`config.mk`:
```
export PLATFORM = sky130hd
export DESIGN_NAME = word_copy_engine
export DESIGN_NICKNAME = d
export VERILOG_FILES = /design/src/rtl/wcopy_pkg.sv /design/src/rtl/wcopy_wrap_ptr.sv /design/src/rtl/wcopy_issue.sv /design/src/rtl/wcopy_regupd.sv /design/src/rtl/wcopy_wstage.sv /design/src/rtl/word_copy_engine.sv
export SDC_FILE = /design/constraint.sdc
export NUM_CORES = 1
export LEC_CHECK = 0
export ABC_AREA = 1
export BUFFER_PORTS_ARGS = -buffer_cell sky130_fd_sc_hd__buf_2
export CAP_MARGIN = 20
export CORE_ASPECT_RATIO = 1.75
export CORE_MARGIN = 1.5
export CORE_UTILIZATION = 36
export DETAILED_ROUTE_END_ITERATION = 12
export PLACE_DENSITY = 0.66
export SYNTH_ARGS = -nofsm -noshare
export SYNTH_HDL_FRONTEND = slang
export SYNTH_HIERARCHICAL = 1
export SYNTH_SLANG_ARGS = --single-unit
```
`constraint.sdc`:
```
create_clock -name clk -period 2.7 [get_ports clk]
set_input_delay 0.405 -clock clk [delete_from_list [all_inputs] [get_ports clk]]
set_output_delay 0.405 -clock clk [all_outputs]
set_load 0.005 [all_outputs]
```
`src/rtl/wcopy_pkg.sv`:
```
package wcopy_pkg;

  // issue-stage state: idle, or one source read per cycle
  typedef enum logic {
    ISS_IDLE = 1'b0,
    ISS_RUN  = 1'b1
  } iss_state_e;

  // tag that travels with each word through the copy pipeline
  typedef struct packed {
    logic vld;
    logic last;
  } word_tag_t;

endpackage

```
`src/rtl/wcopy_wrap_ptr.sv`:
```
module wcopy_wrap_ptr #(
  parameter int AW = 14
) (
  input  logic          clk,
  input  logic          rst,
  input  logic          load,
  input  logic [AW-2:0] load_idx,
  input  logic          step,
  output logic [AW-1:0] addr
);

  // word index; the byte address is the index with a zero below it,
  // so natural overflow gives the aligned wrap
  logic [AW-2:0] widx;

  always_ff @(posedge clk) begin
    if (rst) begin
      widx <= '0;
    end else if (load) begin
      widx <= load_idx;
    end else if (step) begin
      widx <= widx + 1'b1;
    end
  end

  assign addr = {widx, 1'b0};

  // each step moves by one word inside the region
  assert_ptr_step_R5: assert property (@(posedge clk) disable iff (rst)
    (step && !load) |=> (addr == $past(addr) + AW'(2)));

endmodule

```
`src/rtl/wcopy_issue.sv`:
```
module wcopy_issue
  import wcopy_pkg::*;
#(
  parameter int CNT_W = 16
) (
  input  logic             clk,
  input  logic             rst,
  input  logic             accept,
  input  logic [CNT_W-1:0] count,
  output logic             rd_en,
  output logic             rd_last,
  output logic             zero_hit
);

  iss_state_e       state;
  logic [CNT_W-1:0] remaining;   // reads still to issue after the current one

  always_ff @(posedge clk) begin
    if (rst) begin
      state     <= ISS_IDLE;
      remaining <= '0;
      rd_last   <= 1'b0;
      zero_hit  <= 1'b0;
    end else if (accept) begin
      zero_hit <= (count == '0);
      if (count == '0) begin
        state   <= ISS_IDLE;
        rd_last <= 1'b0;
      end else begin
        state     <= ISS_RUN;
        remaining <= count - 1'b1;
        rd_last   <= (count == CNT_W'(1));
      end
    end else begin
      zero_hit <= 1'b0;
      if (state == ISS_RUN) begin
        if (remaining == '0) begin
          state   <= ISS_IDLE;
          rd_last <= 1'b0;
        end else begin
          remaining <= remaining - 1'b1;
          rd_last   <= (remaining == CNT_W'(1));
        end
      end
    end
  end

  assign rd_en = (state == ISS_RUN);

  // the last read of a burst is followed by an idle issue stage
  assert_last_ends_R7: assert property (@(posedge clk) disable iff (rst)
    (rd_en && rd_last) |=> !rd_en);

  // a launch is only taken while no read is being issued
  assert_accept_idle_R10: assert property (@(posedge clk) disable iff (rst)
    accept |-> !rd_en);

endmodule

```
`src/rtl/wcopy_regupd.sv`:
```
module wcopy_regupd #(
  parameter int REG_W = 16,
  parameter int CNT_W = 16
) (
  input  logic             clk,
  input  logic             rst,
  input  logic             accept,
  input  logic [CNT_W-1:0] count,
  input  logic [REG_W-1:0] src_reg,
  input  logic [REG_W-1:0] dst_reg,
  output logic             upd,
  output logic [REG_W-1:0] src_next,
  output logic [REG_W-1:0] dst_next
);

  logic [REG_W-1:0] cnt_ext;
  assign cnt_ext = REG_W'(count);

  always_ff @(posedge clk) begin
    if (rst) begin
      upd      <= 1'b0;
      src_next <= '0;
      dst_next <= '0;
    end else begin
      upd <= accept;
      if (accept) begin
        src_next <= src_reg + (cnt_ext << 1);
        dst_next <= dst_reg + (cnt_ext >> 1);
      end
    end
  end

  // the update strobe never lasts two cycles
  assert_upd_pulse_R2: assert property (@(posedge clk) disable iff (rst)
    upd |=> !upd);

endmodule

```
`src/rtl/wcopy_wstage.sv`:
```
module wcopy_wstage
  import wcopy_pkg::*;
#(
  parameter int DST_OW = 12,
  parameter int BANK_W = 4,
  parameter int DATA_W = 16
) (
  input  logic                     clk,
  input  logic                     rst,
  input  logic                     accept,
  input  logic [BANK_W-1:0]        bank_in,
  input  logic                     rd_en,
  input  logic                     rd_last,
  input  logic [DST_OW-1:0]        rd_off,
  input  logic [DATA_W-1:0]        rd_data,
  input  logic                     zero_hit,
  output logic                     wr_en,
  output logic [BANK_W+DST_OW-1:0] wr_addr,
  output logic [DATA_W-1:0]        wr_data,
  output logic                     done,
  output logic                     pipe_busy
);

  word_tag_t          s1;        // word whose source data is arriving now
  logic [DST_OW-1:0]  s1_off;
  logic [BANK_W-1:0]  bank_q;
  logic               wr_last;

  always_ff @(posedge clk) begin
    if (rst) begin
      bank_q  <= '0;
      s1      <= '0;
      s1_off  <= '0;
      wr_en   <= 1'b0;
      wr_last <= 1'b0;
      wr_addr <= '0;
      wr_data <= '0;
      done    <= 1'b0;
    end else begin
      if (accept) begin
        bank_q <= bank_in;
      end
      s1.vld  <= rd_en;
      s1.last <= rd_en && rd_last;
      s1_off  <= rd_off;
      wr_en   <= s1.vld;
      wr_last <= s1.last;
      if (s1.vld) begin
        wr_addr <= {bank_q, s1_off};
        wr_data <= rd_data;
      end
      done <= (wr_en && wr_last) || zero_hit;
    end
  end

  assign pipe_busy = s1.vld | wr_en;

  // the bank field is constant across back-to-back writes of a burst
  assert_bank_hold_R4: assert property (@(posedge clk) disable iff (rst)
    (wr_en && $past(wr_en)) |->
      (wr_addr[BANK_W+DST_OW-1:DST_OW] == $past(wr_addr[BANK_W+DST_OW-1:DST_OW])));

endmodule

```
`src/rtl/word_copy_engine.sv`:
```
module word_copy_engine
  import wcopy_pkg::*;
#(
  parameter int REG_W  = 16,
  parameter int CNT_W  = 16,
  parameter int SRC_AW = 14,
  parameter int DST_OW = 12,
  parameter int BANK_W = 4,
  parameter int DATA_W = 16
) (
  input  logic                     clk,
  input  logic                     rst,
  input  logic                     start,
  input  logic [CNT_W-1:0]         word_count,
  input  logic [REG_W-1:0]         src_reg,
  input  logic [REG_W-1:0]         dst_reg,
  input  logic [BANK_W-1:0]        bank_sel,
  output logic                     src_rd_en,
  output logic [SRC_AW-1:0]        src_rd_addr,
  input  logic [DATA_W-1:0]        src_rd_data,
  output logic                     dst_wr_en,
  output logic [BANK_W+DST_OW-1:0] dst_wr_addr,
  output logic [DATA_W-1:0]        dst_wr_data,
  output logic                     done,
  output logic                     reg_upd,
  output logic [REG_W-1:0]         src_reg_next,
  output logic [REG_W-1:0]         dst_reg_next
);

  // destination register counts 4-byte units: its low DST_OW-2 bits
  // become offset bits [DST_OW-1:2]; as a word index that is {bits, 1'b0}
  localparam int SRC_IW = SRC_AW - 1;
  localparam int DST_IW = DST_OW - 1;

  logic              accept;
  logic              busy;
  logic              rd_last;
  logic              zero_hit;
  logic              pipe_busy;
  logic [DST_OW-1:0] dst_off;
  logic [SRC_IW-1:0] src_idx0;
  logic [DST_IW-1:0] dst_idx0;

  assign busy     = src_rd_en | pipe_busy | zero_hit;
  assign accept   = start & ~busy;
  assign src_idx0 = src_reg[SRC_AW-1:1];
  assign dst_idx0 = {dst_reg[DST_OW-3:0], 1'b0};

  wcopy_issue #(.CNT_W(CNT_W)) i_issue (
    .clk      (clk),
    .rst      (rst),
    .accept   (accept),
    .count    (word_count),
    .rd_en    (src_rd_en),
    .rd_last  (rd_last),
    .zero_hit (zero_hit)
  );

  wcopy_wrap_ptr #(.AW(SRC_AW)) i_src_ptr (
    .clk      (clk),
    .rst      (rst),
    .load     (accept),
    .load_idx (src_idx0),
    .step     (src_rd_en),
    .addr     (src_rd_addr)
  );

  wcopy_wrap_ptr #(.AW(DST_OW)) i_dst_ptr (
    .clk      (clk),
    .rst      (rst),
    .load     (accept),
    .load_idx (dst_idx0),
    .step     (src_rd_en),
    .addr     (dst_off)
  );

  wcopy_regupd #(.REG_W(REG_W), .CNT_W(CNT_W)) i_regupd (
    .clk      (clk),
    .rst      (rst),
    .accept   (accept),
    .count    (word_count),
    .src_reg  (src_reg),
    .dst_reg  (dst_reg),
    .upd      (reg_upd),
    .src_next (src_reg_next),
    .dst_next (dst_reg_next)
  );

  wcopy_wstage #(.DST_OW(DST_OW), .BANK_W(BANK_W), .DATA_W(DATA_W)) i_wstage (
    .clk       (clk),
    .rst       (rst),
    .accept    (accept),
    .bank_in   (bank_sel),
    .rd_en     (src_rd_en),
    .rd_last   (rd_last),
    .rd_off    (dst_off),
    .rd_data   (src_rd_data),
    .zero_hit  (zero_hit),
    .wr_en     (dst_wr_en),
    .wr_addr   (dst_wr_addr),
    .wr_data   (dst_wr_data),
    .done      (done),
    .pipe_busy (pipe_busy)
  );

  // source reads are always word aligned
  assert_rd_even_R3: assert property (@(posedge clk) disable iff (rst)
    src_rd_en |-> !src_rd_addr[0]);

  // destination writes are always word aligned
  assert_wr_even_R4: assert property (@(posedge clk) disable iff (rst)
    dst_wr_en |-> !dst_wr_addr[0]);

  // every read is matched by a write two cycles later
  assert_wr_follows_rd_R7: assert property (@(posedge clk) disable iff (rst)
    $past(src_rd_en, 2) |-> dst_wr_en);

  // completion is a single-cycle pulse
  assert_done_pulse_R8: assert property (@(posedge clk) disable iff (rst)
    done |=> !done);

  // nothing of a burst is still moving when done is shown
  assert_done_quiet_R8: assert property (@(posedge clk) disable iff (rst)
    done |-> (!dst_wr_en && !src_rd_en));

  // an empty burst finishes on the cycle after its update strobe
  assert_zero_done_R9: assert property (@(posedge clk) disable iff (rst)
    (reg_upd && !src_rd_en) |=> done);

endmodule

```
After elaboration in Yosys (flattened, before gate mapping)
Index checks and enable logic that the tools add are counted.

storage, ports and cells
  input port bits = 71
  output and inout port bits = 82
  register bits = 129
  word-level logic and storage cells = 61

cells by class
  mux-type cells = 16
  add/sub/neg operators = 6
  equal/unequal tests = 4
  bitwise operators = 6
  reductions and logical operators = 9

operators by type and width
  kind                                                   count
  2-to-1 mux 16 bit                                      4
  == test 16 x 1 -> 1 bit, second input constant         2
  zero test 16 bit                                       2
  subtractor 16 x 1 -> 16 bit, second input constant     2
  2-to-1 mux 13 bit                                      2
  2-to-1 mux 11 bit                                      2
  adder 16 x 15 -> 16 bit                                1
  adder 16 bit                                           1
  adder 13 x 1 -> 13 bit, second input constant          1
  adder 11 x 1 -> 11 bit, second input constant          1
  2-to-1 mux 1 bit                                       8
  OR reduction 2 bit                                     2
  OR 1 bit                                               3
  AND reduction 3 bit                                    1
  logical AND 1 bit                                      2
  inequality test 2 x 1 -> 1 bit, second input constant  1
  inequality test 2 bit, second input constant           1
  NOT 1 bit                                              2
  nonzero test 2 bit                                     1
  bitwise AND 1 bit                                      1
  logical OR 1 bit                                       1

Depth between registers and ports, before layout
  depth after elaboration = 7
  depth in mapped cells = 12
  mapped depth without buffers = 12

By module
Netlist, hierarchy kept.

modules (own cells, without submodules)
  module                       sequential area each (µm²)  area each (µm²)  cells an instance  instances
  wcopy_regupd                 660.6                       2,966.6          503                1
  wcopy_wstage                 1,061.0                     1,975.6          283                1
  wcopy_issue                  380.4                       1,686.6          275                1
  wcopy_wrap_ptr at i_src_ptr  260.2                       813.3            118                1
  wcopy_wrap_ptr at i_dst_ptr  220.2                       680.7            94                 1
  word_copy_engine             0.0                         26.3             7                  1

Worst setup path before layout
No wires, ideal clock.

  path type = reg2reg
  start point = register i_wstage/s1[1] in the netlist's numbering
  end point = register i_issue.remaining[4]
  setup time = 0.069 ns
  arrival = 2.398 ns
  period minus slack after synthesis = 2.468 ns
  cell stages (with the launch flop) = 13
  buffers on the path = 2
  path slack = 0.232 ns
  data required time = 2.631 ns
  cell sequence = dfxtp_1 buf_4 or2_2 inv_1 nand2_1 nor2_1 clkinv_1 nand3_2 nand3_2 nor2_4 buf_6 nand2_1 o21ai_1

on the way
  cells in the longest elaborated chain, start to end = 7
  elaborated cells on any way between the ends = 10
  those cells by class = eq/ne: 2; mux: 1; bitwise: 5; reduce/logical: 2

RTL lines
  item                                                           line                    RTL
  start, declared                                                wcopy_wstage.sv:24      word_tag_t s1;
  OR 1 bit *                                                     wcopy_wstage.sv:56      assign pipe_busy = s1.vld | wr_en;
  named net pipe_busy                                            word_copy_engine.sv:39  logic pipe_busy;
  OR 1 bit * (2 in series)                                       word_copy_engine.sv:44  assign busy = src_rd_en | pipe_busy | zero_hit;
  NOT 1 bit *                                                    word_copy_engine.sv:45  assign accept = start & ~busy;
  bitwise AND 1 bit *                                            word_copy_engine.sv:45
  named net accept                                               word_copy_engine.sv:35  logic accept;
  inequality test 2 bit (no line), or another cell as far along  n/a
  AND reduction 3 bit (no line)                                  n/a
  end signal, assigned                                           wcopy_issue.sv:31       remaining <= count - 1'b1;
  end signal, assigned                                           wcopy_issue.sv:41       remaining <= remaining - 1'b1;
  end, declared                                                  wcopy_issue.sv:16       logic [CNT_W-1:0] remaining;

The timed path passes the listed nets; every way through them passes the cells marked *.
A chain may end at the register's enable or synchronous reset.

Worst setup path after layout
  start point = register i_wstage/s1[1] in the netlist's numbering
  end point = register i_regupd.src_next[3]

on the way
  cells in the longest elaborated chain, start to end = 5

RTL lines
  item                    line                    RTL
  OR 1 bit                wcopy_wstage.sv:56
  named net pipe_busy     word_copy_engine.sv:39
  OR 1 bit (2 in series)  word_copy_engine.sv:44
  NOT 1 bit               word_copy_engine.sv:45
  bitwise AND 1 bit       word_copy_engine.sv:45
  named net accept        word_copy_engine.sv:35
  end signal, assigned    wcopy_regupd.sv:27      src_next <= src_reg + (cnt_ext << 1);
  end, declared           wcopy_regupd.sv:12      output logic [REG_W-1:0] src_next,

The timed path passes the listed nets, and every way through them passes these cells.

==> run metrics <==
antenna violations before repair=0; min cycle time layout=around 2200 ps; reg2reg start=i_wstage/s1[1]$_SDFF_PP0_; Slowest-stage cell, CP=buf_12; largest net degree at the start of global routing=96; DR WL/cell=about 13 um; max incr delay on CP=420 ps; worst path arrival time=2500 ps; Final TNS setup=0 ps; final antenna-violating net count=0; DRC viols=0; Max-slew headroom=58.6%; most frequent cell on the critical path=inv_1; crit path kind=reg -> reg; clock tree from TritonCTS=yes; syn avg cell area=6.37 um^2; worst min-delay path category=in -> reg; drt total wl=23400 um; required time worst endpoint=between 3000 and 4000 ps; H-tree levels=4; Die ar.=0.0236 mm^2; hpwl dp=around 18000 um; drt pass-1 iters=4; FF-to-FF setup slack=520 ps; Area growth syn-to-layout=19.7%; final clock skew=approximately 8.4 ps; Synth Flop Type=dfxtp_1; r2r endpoint=i_regupd/src_next[3]$_SDFFE_PP0P_; CTS Root Cell=clkbuf_16; status=complete, no violations; hold depth=3; total track usage=a little over 20%; Die Span X=between 100 and 150 um; Startpoint Class=flip-flop; register area share after synthesis=31.7%; Syn Inst Count=1280; Synth Net Count=1388; VDD IR max=0.000589 V; die height=202 um; Internal=roughly 0.0051 W; unrepaired setup endpoints after global routing=no; most common cell after layout, fill and taps aside=nand2_1; pwr/cell area=873 mW/mm^2; # IOs=153; asr flop ratio synth=0%; via count=8154; Site Rows=72; CTS Sinks=129; clock-pin slew on the worst setup and hold paths=60 ps; Post-synth EDFFs=0; global placer's final weighted congestion=0.875; Final Setup Violations=0; global route overflow=0; port buffer count=151; cell area after synthesis=0.00815 mm^2; Initial Util=36.8%; core area=0.0222 mm^2; Synth warnings=6; CP Max Fanout=95; Final Cycle Share=between 80 and 90%; nets=1533; layout cells sized above 1=17.7%; vias in the first global route=7745; CTS hold repair buffers=0; FF+latch count, synth=129; P_sw=0.00343 W; TritonCTS Buffers=17; most frequent cells in the layout=nand2_1 (356), nor2_1 (216), inv_1 (191); Max Freq=between 400 and 500 MHz; Setup crit end kind=flip-flop; Hold Fails Final Rpt=0; Worst Tran Pin Value=620 ps; Yosys cell types=44; FF-to-FF path depth=8; worst-case clock buffer depth=2; Max-Cap Viols=0; hold_ws=215 ps; diode count=0; Combinational Power Share=39.4%; Flop pwr share=32.1%; Skew-Pair Late Insertion Delay=430 ps; post-CTS setup buffer count=0; Iter 0 DRT Violations=424; hold wc startpoint=src_reg[0]; Final Max Slew Viols=0; CTS resizes=0; routed vias/inst=4.70; cells along the critical path=or2_2 > inv_1 > nand2_1 > nor2_4 > buf_12 > inv_1 > o21ai_0 > inv_1; P_leak=5.04 nW; Clk pwr share=28.5%; first-pass GRT wire length=about 37000 um; Sw Ratio=40.3%; WHS Endpoint=i_regupd/src_next[0]$_SDFFE_PP0P_
==> how the worst max path moves through the flow <==
stage | from | to | slack, ps
after floorplan | i_wstage/s1[1]$_SDFF_PP0_ | i_issue/remaining[4]$_SDFFE_PP0P_ | 230
after global placement | i_wstage/s1[1]$_SDFF_PP0_ | i_regupd/src_next[4]$_SDFFE_PP0P_ | 560
after detailed placement | i_wstage/s1[1]$_SDFF_PP0_ | i_regupd/src_next[5]$_SDFFE_PP0P_ | 500
after CTS | i_wstage/s1[1]$_SDFF_PP0_ | i_regupd/src_next[5]$_SDFFE_PP0P_ | 500
after global routing | i_wstage/s1[1]$_SDFF_PP0_ | i_regupd/src_next[3]$_SDFFE_PP0P_ | 320
final | i_wstage/s1[1]$_SDFF_PP0_ | i_regupd/src_next[3]$_SDFFE_PP0P_ | 520
==> cells in the mapped netlist (2+ instances only) <==
| library cell | count | area (um^2) |
|---|---|---|
| nor3_2 | 5 | 50.1 |
| o21ai_1 | 8 | 40.0 |
| o21ai_0 | 34 | 170 |
| nand3_2 | 13 | 130 |
| clkinv_1 | 3 | 11.3 |
| nor2_4 | 12 | 135 |
| nor3_1 | 3 | 15.0 |
| xnor2_1 | 7 | 61.3 |
| inv_2 | 3 | 11.3 |
| dfxtp_1 | 129 | 2580 |
| a22oi_1 | 17 | 128 |
| inv_1 | 191 | 717 |
| a21o_1 | 2 | 15.0 |
| nand3b_1 | 4 | 30.0 |
| nand2_1 | 356 | 1340 |
| buf_4 | 8 | 60.1 |
| nand4_1 | 10 | 62.6 |
| xor2_1 | 19 | 166 |
| a31oi_1 | 2 | 12.5 |
| nand2_2 | 11 | 68.8 |
| inv_4 | 2 | 12.5 |
| nor2_1 | 217 | 815 |
| nor2_2 | 9 | 56.3 |
| or2_2 | 2 | 12.5 |
| clkbuf_1 | 11 | 41.3 |
| buf_2 | 7 | 35.0 |
| o21bai_1 | 2 | 15.0 |
| or2_1 | 3 | 18.8 |
| buf_6 | 5 | 56.3 |
| o211ai_1 | 3 | 22.5 |
| conb_1 | 3 | 11.3 |
| ha_1 | 35 | 438 |
| nand3_1 | 90 | 450 |
| fa_1 | 2 | 40.0 |
| a21oi_1 | 41 | 205 |
| and2_4 | 3 | 26.3 |
==> power groups by stage <==
| stage | sequential [W] | clock [W] | combinational [W] |
|---|---|---|---|
| final | 0.00273 | 0.00243 | 0.00336 |
| after global routing | 0.00280 | 0.00258 | 0.00382 |
| after CTS | 0.00274 | 0.00249 | 0.00336 |
| after detailed placement | 0.00277 | 0 | 0.00334 |
| after global placement | 0.00276 | 0 | 0.00329 |
| after floorplan | 0.00272 | 0 | 0.00242 |
==> kinds of logic (layout without fill, tap and decap cells) <==
| family | Yosys count | count (layout) | share of synthesized area, % |
|---|---|---|---|
| compound gates | 113 | 113 | 7.88 |
| xor+xnor | 26 | 26 | 2.79 |
| fa+ha+maj | 37 | 37 | 5.87 |
| buf+inv | 232 | 390 | 11.9 |
| flops | 129 | 129 | 31.7 |
| mux | 1 | 1 | 0.123 |
| other cells | 3 | 3 | 0.138 |
| simple gates | 739 | 739 | 39.6 |
==> per-layer routing <==
| metal | share of wire [%] | global-route usage, % | vias up |
|---|---|---|---|
| met5 | 0 | 0 | - |
| met4 | 4.4 | 11.0 | 0 |
| met3 | 4.2 | 4.14 | 55 |
| met2 | 54 | 38.2 | 197 |
| met1 | 38 | 20.5 | 3649 |
| li1 | - | - | 4253 |
==> registers in the layout, summed over array words and instances, names as in the netlist <==
signal,cells
i_issue/remaining,16
i_regupd/dst_next,16
i_regupd/src_next,16
i_wstage/wr_addr,16
i_wstage/wr_data,16
i_src_ptr/widx,13
i_wstage/s1_off,12
i_dst_ptr/widx,11
i_wstage/bank_q,4
i_wstage/s1,2
i_issue/rd_en,1
i_issue/rd_last,1
i_issue/zero_hit,1
i_regupd/upd,1
i_wstage/done,1
i_wstage/wr_en,1
i_wstage/wr_last,1
==> cell type report <==
| cell class | instances | area, um^2 |
|---|---|---|
| Clock buffer | 19 | 443 |
| Clock inverter | 13 | 175 |
| Fill cell | 2380 | 12400 |
| Inverter | 199 | 752 |
| Multi-Input combinational cell | 919 | 4600 |
| Sequential cell | 129 | 2580 |
| Tap cell | 296 | 370 |
| Timing Repair Buffer | 159 | 828 |
==> worst max-delay path, delay by kind of cell, from the launching register on <==
family	cells	cell delay, ps
DFF	1	310
buffers and inverters	4	850
AOI/OAI and AO/OA	1	240
and+or+nand+nor	3	640
==> metrics by stage <==
step | instance area, um^2 | worst slack, ps | power, W | util, % | cells
finish | 9760 | 520 | 0.00852 | 44.0 | 1734
global route | 9760 | 322 | 0.00919 | 44.0 | 1734
CTS | 9760 | 497 | 0.00858 | 44.0 | 1734
detailed placement | 9140 | 500 | 0.00611 | 41.2 | 1702
global placement | 9140 | 559 | 0.00606 | 41.2 | 1702
floorplan | 8150 | 232 | 0.00514 | - | 1280
Power figures use the tool's default switching activity.
